[config.mk]
export PLATFORM = sky130hd
export DESIGN_NAME = pix_byte_fmt
export DESIGN_NICKNAME = d
export VERILOG_FILES = /design/src/rtl/pbf_pkg.sv /design/src/rtl/pbf_seq.sv /design/src/rtl/pbf_capture.sv /design/src/rtl/pbf_mux.sv /design/src/rtl/pix_byte_fmt.sv
export SDC_FILE = /design/constraint.sdc
export NUM_CORES = 1
export LEC_CHECK = 0
export BUFFER_PORTS_ARGS = -buffer_cell sky130_fd_sc_hd__clkbuf_2
export CORE_UTILIZATION = 45
export DETAILED_ROUTE_END_ITERATION = 10
export PLACE_DENSITY = 0.71
export SLEW_MARGIN = 20
export SYNTH_ARGS = -nofsm -noshare
export SYNTH_HDL_FRONTEND = slang
export SYNTH_HIERARCHICAL = 1
export SYNTH_SLANG_ARGS = --single-unit
[constraint.sdc]
create_clock -name clk -period 2 [get_ports clk]
set_input_delay 0.4 -clock clk [delete_from_list [all_inputs] [get_ports clk]]
set_output_delay 0.4 -clock clk [all_outputs]
set_load 0.02 [all_outputs]
[src/rtl/pbf_pkg.sv]
package pbf_pkg;
    typedef enum logic [1:0] {
        FMT_WIDE   = 2'b00,
        FMT_PAIR   = 2'b01,
        FMT_TRIPLE = 2'b10,
        FMT_RSVD   = 2'b11
    } fmt_e;

    typedef enum logic [2:0] {
        ST_IDLE,
        ST_WIDE,
        ST_HI_A,
        ST_HI_B,
        ST_LO
    } st_e;

    localparam logic [1:0] PH_NONE   = 2'd0;
    localparam logic [1:0] PH_FIRST  = 2'd1;
    localparam logic [1:0] PH_REPEAT = 2'd2;
    localparam logic [1:0] PH_SECOND = 2'd3;
endpackage

[src/rtl/pbf_seq.sv]
module pbf_seq
    import pbf_pkg::*;
(
    input  logic       clk,
    input  logic       rst_n,
    input  logic       pix_vld,
    input  logic [1:0] fmt_sel,
    output st_e        state,
    output logic       accept
);
    st_e  state_nx;
    logic triple_q;
    logic is_byte_fmt;

    assign is_byte_fmt = (fmt_sel == FMT_PAIR) || (fmt_sel == FMT_TRIPLE);

    // acceptance window: idle or final period of a pixel
    always_comb begin
        unique case (state)
            ST_IDLE, ST_WIDE, ST_LO: accept = pix_vld;
            default:                 accept = 1'b0;
        endcase
    end

    always_comb begin
        state_nx = state;
        unique case (state)
            ST_IDLE, ST_WIDE, ST_LO: begin
                if (pix_vld) state_nx = is_byte_fmt ? ST_HI_A : ST_WIDE;
                else         state_nx = ST_IDLE;
            end
            ST_HI_A: state_nx = triple_q ? ST_HI_B : ST_LO;
            ST_HI_B: state_nx = ST_LO;
            default: state_nx = ST_IDLE;
        endcase
    end

    always_ff @(posedge clk) begin
        if (!rst_n) begin
            state    <= ST_IDLE;
            triple_q <= 1'b0;
        end else begin
            state <= state_nx;
            if (accept) triple_q <= (fmt_sel == FMT_TRIPLE);
        end
    end

    a_r4_triple_repeats: assert property (@(posedge clk) disable iff (!rst_n)
        (state == ST_HI_A && triple_q) |=> (state == ST_HI_B));
    a_r3_pair_second: assert property (@(posedge clk) disable iff (!rst_n)
        (state == ST_HI_A && !triple_q) |=> (state == ST_LO));
    a_r7_repeat_not_restarted: assert property (@(posedge clk) disable iff (!rst_n)
        (state == ST_HI_B) |=> (state == ST_LO));
    a_r8_idle_after_last: assert property (@(posedge clk) disable iff (!rst_n)
        ((state == ST_LO || state == ST_WIDE) && !pix_vld) |=> (state == ST_IDLE));
endmodule

[src/rtl/pbf_capture.sv]
module pbf_capture #(
    parameter int DATA_W = 12,
    parameter int CH_W   = 2
) (
    input  logic              clk,
    input  logic              rst_n,
    input  logic              load,
    input  logic [DATA_W-1:0] pix_data,
    input  logic [CH_W-1:0]   chan_code,
    input  logic              range_err,
    input  logic              par_port,
    output logic [DATA_W-1:0] data_q,
    output logic [CH_W-1:0]   ch_q,
    output logic              rng_q,
    output logic              par_q
);
    always_ff @(posedge clk) begin
        if (!rst_n) begin
            data_q <= '0;
            ch_q   <= '0;
            rng_q  <= 1'b0;
            par_q  <= 1'b0;
        end else if (load) begin
            data_q <= pix_data;
            ch_q   <= chan_code;
            rng_q  <= range_err;
            par_q  <= par_port;
        end
    end
endmodule

[src/rtl/pbf_mux.sv]
module pbf_mux
    import pbf_pkg::*;
#(
    parameter int DATA_W = 12,
    parameter int BYTE_W = 8,
    parameter int CH_W   = 2
) (
    input  st_e               state,
    input  logic [DATA_W-1:0] data_q,
    input  logic [CH_W-1:0]   ch_q,
    input  logic              rng_q,
    input  logic              par_q,
    output logic [DATA_W-1:0] out_bus,
    output logic [1:0]        byte_phase
);
    localparam int PAD_W = DATA_W - BYTE_W;
    localparam int LOW_W = BYTE_W - CH_W - 2;

    logic [BYTE_W-1:0] hi_byte;
    logic [BYTE_W-1:0] lo_byte;

    assign hi_byte = data_q[DATA_W-1 -: BYTE_W];
    assign lo_byte = {data_q[LOW_W-1:0], par_q, ch_q, rng_q};

    always_comb begin
        unique case (state)
            ST_WIDE: begin
                out_bus    = data_q;
                byte_phase = PH_FIRST;
            end
            ST_HI_A: begin
                out_bus    = {hi_byte, {PAD_W{1'b0}}};
                byte_phase = PH_FIRST;
            end
            ST_HI_B: begin
                out_bus    = {hi_byte, {PAD_W{1'b0}}};
                byte_phase = PH_REPEAT;
            end
            ST_LO: begin
                out_bus    = {lo_byte, {PAD_W{1'b0}}};
                byte_phase = PH_SECOND;
            end
            default: begin
                out_bus    = '0;
                byte_phase = PH_NONE;
            end
        endcase
    end
endmodule

[src/rtl/pix_byte_fmt.sv]
module pix_byte_fmt
    import pbf_pkg::*;
#(
    parameter int DATA_W = 12,
    parameter int BYTE_W = 8,
    parameter int CH_W   = 2
) (
    input  logic              clk,
    input  logic              rst_n,
    input  logic              pix_vld,
    input  logic [DATA_W-1:0] pix_data,
    input  logic [CH_W-1:0]   chan_code,
    input  logic              range_err,
    input  logic              par_port,
    input  logic [1:0]        fmt_sel,
    output logic [DATA_W-1:0] out_bus,
    output logic [1:0]        byte_phase
);
    localparam int PAD_W = DATA_W - BYTE_W;

    st_e               state;
    logic              accept;
    logic [DATA_W-1:0] data_q;
    logic [CH_W-1:0]   ch_q;
    logic              rng_q;
    logic              par_q;

    pbf_seq u_seq (
        .clk     (clk),
        .rst_n   (rst_n),
        .pix_vld (pix_vld),
        .fmt_sel (fmt_sel),
        .state   (state),
        .accept  (accept)
    );

    pbf_capture #(.DATA_W(DATA_W), .CH_W(CH_W)) u_cap (
        .clk       (clk),
        .rst_n     (rst_n),
        .load      (accept),
        .pix_data  (pix_data),
        .chan_code (chan_code),
        .range_err (range_err),
        .par_port  (par_port),
        .data_q    (data_q),
        .ch_q      (ch_q),
        .rng_q     (rng_q),
        .par_q     (par_q)
    );

    pbf_mux #(.DATA_W(DATA_W), .BYTE_W(BYTE_W), .CH_W(CH_W)) u_mux (
        .state      (state),
        .data_q     (data_q),
        .ch_q       (ch_q),
        .rng_q      (rng_q),
        .par_q      (par_q),
        .out_bus    (out_bus),
        .byte_phase (byte_phase)
    );

    a_r8_quiet_bus: assert property (@(posedge clk) disable iff (!rst_n)
        (byte_phase == PH_NONE) |-> (out_bus == '0));
    a_r5_pad_zero: assert property (@(posedge clk) disable iff (!rst_n)
        (byte_phase == PH_SECOND || byte_phase == PH_REPEAT) |-> (out_bus[PAD_W-1:0] == '0));
    a_r6_repeat_stable: assert property (@(posedge clk) disable iff (!rst_n)
        (byte_phase == PH_REPEAT) |-> $stable(out_bus));
endmodule

; ---- Word-level counts from Yosys, hierarchy flattened
; Cells that the tools add are included.
[totals]
register_bits = 20
latch_bits = 0
ramBits = 0
romBits = 0
inputBits = 21
word_cells = 24
mem_count = 0
[op_classes]
add_sub_neg = 0
multipliers = 0
div = 0
n_lt_le_gt_ge = 0
n_eq_ne = 6
shift = 0
muxes = 7
n_bitwise = 0
reduce_logical = 5
[ops]
columns = operator, count
row1 = $pmux 12 s3, 1
row2 = $pmux 3 s3, 1
row3 = $eq 3x2->1 const B, 2
row4 = $mux 3, 2
row5 = $pmux 2 s3, 1
row6 = $reduce_or 2->1, 2
row7 = $eq 3x1->1 const B, 1
row8 = $eq 3x3->1 const B, 1
row9 = $logic_not 3->1, 1
row10 = $reduce_or 3->1, 1
row11 = $eq 2x1->1 const B, 1
row12 = $eq 2x2->1 const B, 1
row13 = $mux 2, 1
row14 = $logic_or 1x1->1, 1
row15 = $mux 1, 1

; ---- Depth between registers and ports, before layout
[depth]
depth_word = 5
ltp_mapped = 6

; ---- By module
; The synthesis kept the hierarchy.
[by_module_without_submodules]
columns = mod, n_inst, cells_per_inst, area_each_um2
row1 = pbf_capture, 1, 51, 615.6
row2 = pbf_mux, 1, 40, 226.5
row3 = pbf_seq, 1, 23, 216.5

; ---- Worst setup path after synthesis
; OpenSTA, ideal clock, no wires.
[synth_timing]
path_kind = reg2out
startpoint = register u_seq.state[1]
endpoint = output port out_bus[10]
t_arrival_ns = 1.084
required_time_ns = 1.600
setup_slack_ns = 0.516
stages_incl_launch_ff = 4
n_path_buf = 1
path_cell_list = dfxtp_1 > or2_1 > buf_6 > o22ai_1
[synth_between]
elab_chain_len = 3
[synth_rtl]
columns = element, line
row1 = from (decl), pbf_seq.sv:8  ; output st_e state,
row2 = from (signal assigned), pbf_seq.sv:43  ; state <= state_nx;
row3 = $eq 3x2->1, pbf_mux.sv:26  ; unique case (state)
row4 = $reduce_or 2->1 (no source line), n/a
row5 = $pmux 12 s3 (*), pbf_mux.sv:26
row6 = to (decl), pix_byte_fmt.sv:16  ; output logic [DATA_W-1:0] out_bus,
; Every way passes the cells marked *; elsewhere a longest branch is shown, timed or not.

; ---- Worst setup path in the final report
[layout_timing]
startpoint = register u_seq.state[0]
endpoint = output port out_bus[7]
; The elaborated chain is that of the path after synthesis.

==> metrics.cfg <==
[status]
outcome=completed

[grt]
grtUsageTotal_pct=18.5
antenna_found_initial=0
grt_pass1_wl_mm=3.55
grt_overflow=0
grt_max_degree=20
grt_pass1_vias=801

[critical_path]
slowest_delay_ns=0.38
crit_fanout=11
cp_cell_sequence=buf_4 -> or2_4 -> o22ai_1 -> clkbuf_2
arrival_ns=1.50
required_ns=1.60
crit_path_top_delay_cell=dfxtp_2
path_class=flop to primary output
crit_path_start_kind=flop
end_kind=primary output

[drt]
viasPerCell=4.97
remaining_drc_errors=0
drt-pass1-iter-count=4
vias=870
initialDrtViolationCount=11
detail-route-antenna-nets=0
wl_per_cell_um=11.7
finalWirelength_mm=2.05

[power_and_ir_drop]
switching_share_pct=26.6
switching_power_mw=0.206
leakagePower_nw=0.576
peakVddDrop_mv=0.566
power_frac_comb_pct=20.1
p_per_area_nw_per_um2=615
seqPwrFrac_pct=56.9
p_clk_share_pct=23.0
p_int_mw=0.569

[synthesis]
ys_seq_area_share_pct=37.8
synthTopCellsByCount=dfxtp_1, mux2i_1, nor2b_1
syn_nets=136
ys_warn_count=6
synth_edf_count=0
synthFlopType=dfxtp_1
synth_top_area_cell=dfxtp_1
async_flop_share_pct=0
syn_inst=114
yosys.area.top_type_share_pct=37.8
synth_area_sq_um=1060
netlist-cell-type-count=28
synthTopCellsByArea=dfxtp_1, mux2i_1, nor2b_1
synth-seq-cells=20
synth_most_common_cell=dfxtp_1
synth_area_per_cell_sq_um=9.29

[place]
gp_congestion=0.747
dp_hpwl_mm=1.54
portBuffers=34

[floorplanning]
die_y_um=50.5
start_util_pct=47.9
ioPinCount=35
die_area_sq_um=2550
die_w_um=50.5
rows=17
coreArea_sq_um=2210

[hold_path]
hp-class=input pin to flop

[timing]
skew_ns=0.00279
setup_viol=0
rsz0062_at_grt=false
worstMarginPinSlew_ns=0.899
slew_viol_final=0
hold_violations=0
finalHoldWorstSlack_ns=0.362
period_needed_ns=1.90
tns_ns=0
finalCritPeriodShare_pct=94.8
slew_headroom_pct=40.0
max_freq_ghz=0.527

[clock_network]
cts_htree_levels=1
cts.sinks=20
cts-root-buf=clkbuf_4
cts_buffers=3
cts_tree=yes
cts_setup_buffers=0
clk_pin_slew_ns=0.10
clockBufferDepth=2
clk_latency_ns=0.29

[final_layout]
area_delta_synth_final_pct=19.0
n_antenna_cell=0
drive_gt1_share_pct=32.7
fillers=224
final_net_count=171

[flow_run]
drv_cap=0

## state kept, by name, summed over array words and instances, names as in the netlist
register,cells
u_cap/ch_q,2
u_cap/rng_q,1
u_seq/state,3
u_cap/data_q,12
u_cap/par_q,1
u_seq/triple_q,1
## cell families (layout without fill, tap and decap cells)
group	Yosys count	count (layout)	synth area share, %
buf+inv	13	46	8.04
xor+xnor	1	1	0.828
flops	20	20	37.8
compound gates	24	24	14.7
mux	16	16	15.1
simple gates	39	39	22.3
fa+ha+maj	1	1	1.18
## critical path: cells and delay by family (launching register included)
kind            cells  cell delay (ns)
compound gates      1             0.19
buf+inv             2             0.36
flops               1             0.38
simple gates        1             0.27
## layer usage
metal | wire [um] | track usage (%) | vias up
met3 | 100 | 4.55 | 2
li1 | - | - | 461
met2 | 919 | 29.1 | 24
met1 | 1020 | 24.9 | 383
met4 | 16 | 5.56 | 0
met5 | 0 | 0 | -
## final cells by class
type	instances	area (sq um)	area share, %
Sequential cell	20	402	31.9
Tap cell	28	35.0	2.78
Timing Repair Buffer	38	200	15.9
Multi-Input combinational cell	81	582	46.2
Inverter	5	18.8	1.49
Clock buffer	3	22.5	1.79
## power groups by stage
stage	clock network, mW	logic, mW	registers, mW
CTS	0.185	0.154	0.441
floorplan	0	0.121	0.444
global route	0.206	0.174	0.445
global placement	0	0.150	0.449
finish	0.178	0.156	0.441
detailed placement	0	0.154	0.450
## stage by stage
step	power, mW	util [%]	area [sq um]	cells	setup slack, ns
floorplan	0.565	-	1060	114	0.516
global placement	0.599	55.5	1230	172	0.270
detailed placement	0.604	55.5	1230	172	0.219
CTS	0.781	56.6	1250	175	0.00972
global route	0.825	57.0	1260	175	0.0106
finish	0.775	57.0	1260	175	0.103
## final timing paths
kind,from,cells past startpoint,end,slack [ns]
setup / recovery,u_seq/state[0],4,out_bus[7],0.10
setup reg to reg,u_seq/state[0],4,u_cap/data_q[10],0.30
hold reg to reg,u_cap/data_q[9],2,u_cap/data_q[9],0.53
hold / removal,pix_data[11],3,u_cap/data_q[11],0.36
## what timing repair did
item / in CTS / in global routing
hold buffers: 0 / 0
resized for setup: 1 / 3
pin swaps: 0 / 0
endpoints found under the setup margin: 7 / 8
## cell usage in the layout, fill, tap and decap left out, types with 2 or more instances in the layout
master / synthesis / layout
o21ai_0: 9 / 9
mux2i_1: 16 / 16
and2_1: 4 / 4
nand2_1: 11 / 11
buf_4: 0 / 4
dfxtp_1: 20 / 19
nor2b_1: 16 / 16
o22ai_1: 8 / 7
clkbuf_4: 0 / 3
o21ai_1: 2 / 2
clkbuf_2: 0 / 33
inv_1: 5 / 5
(Power assumes the default switching activity.)
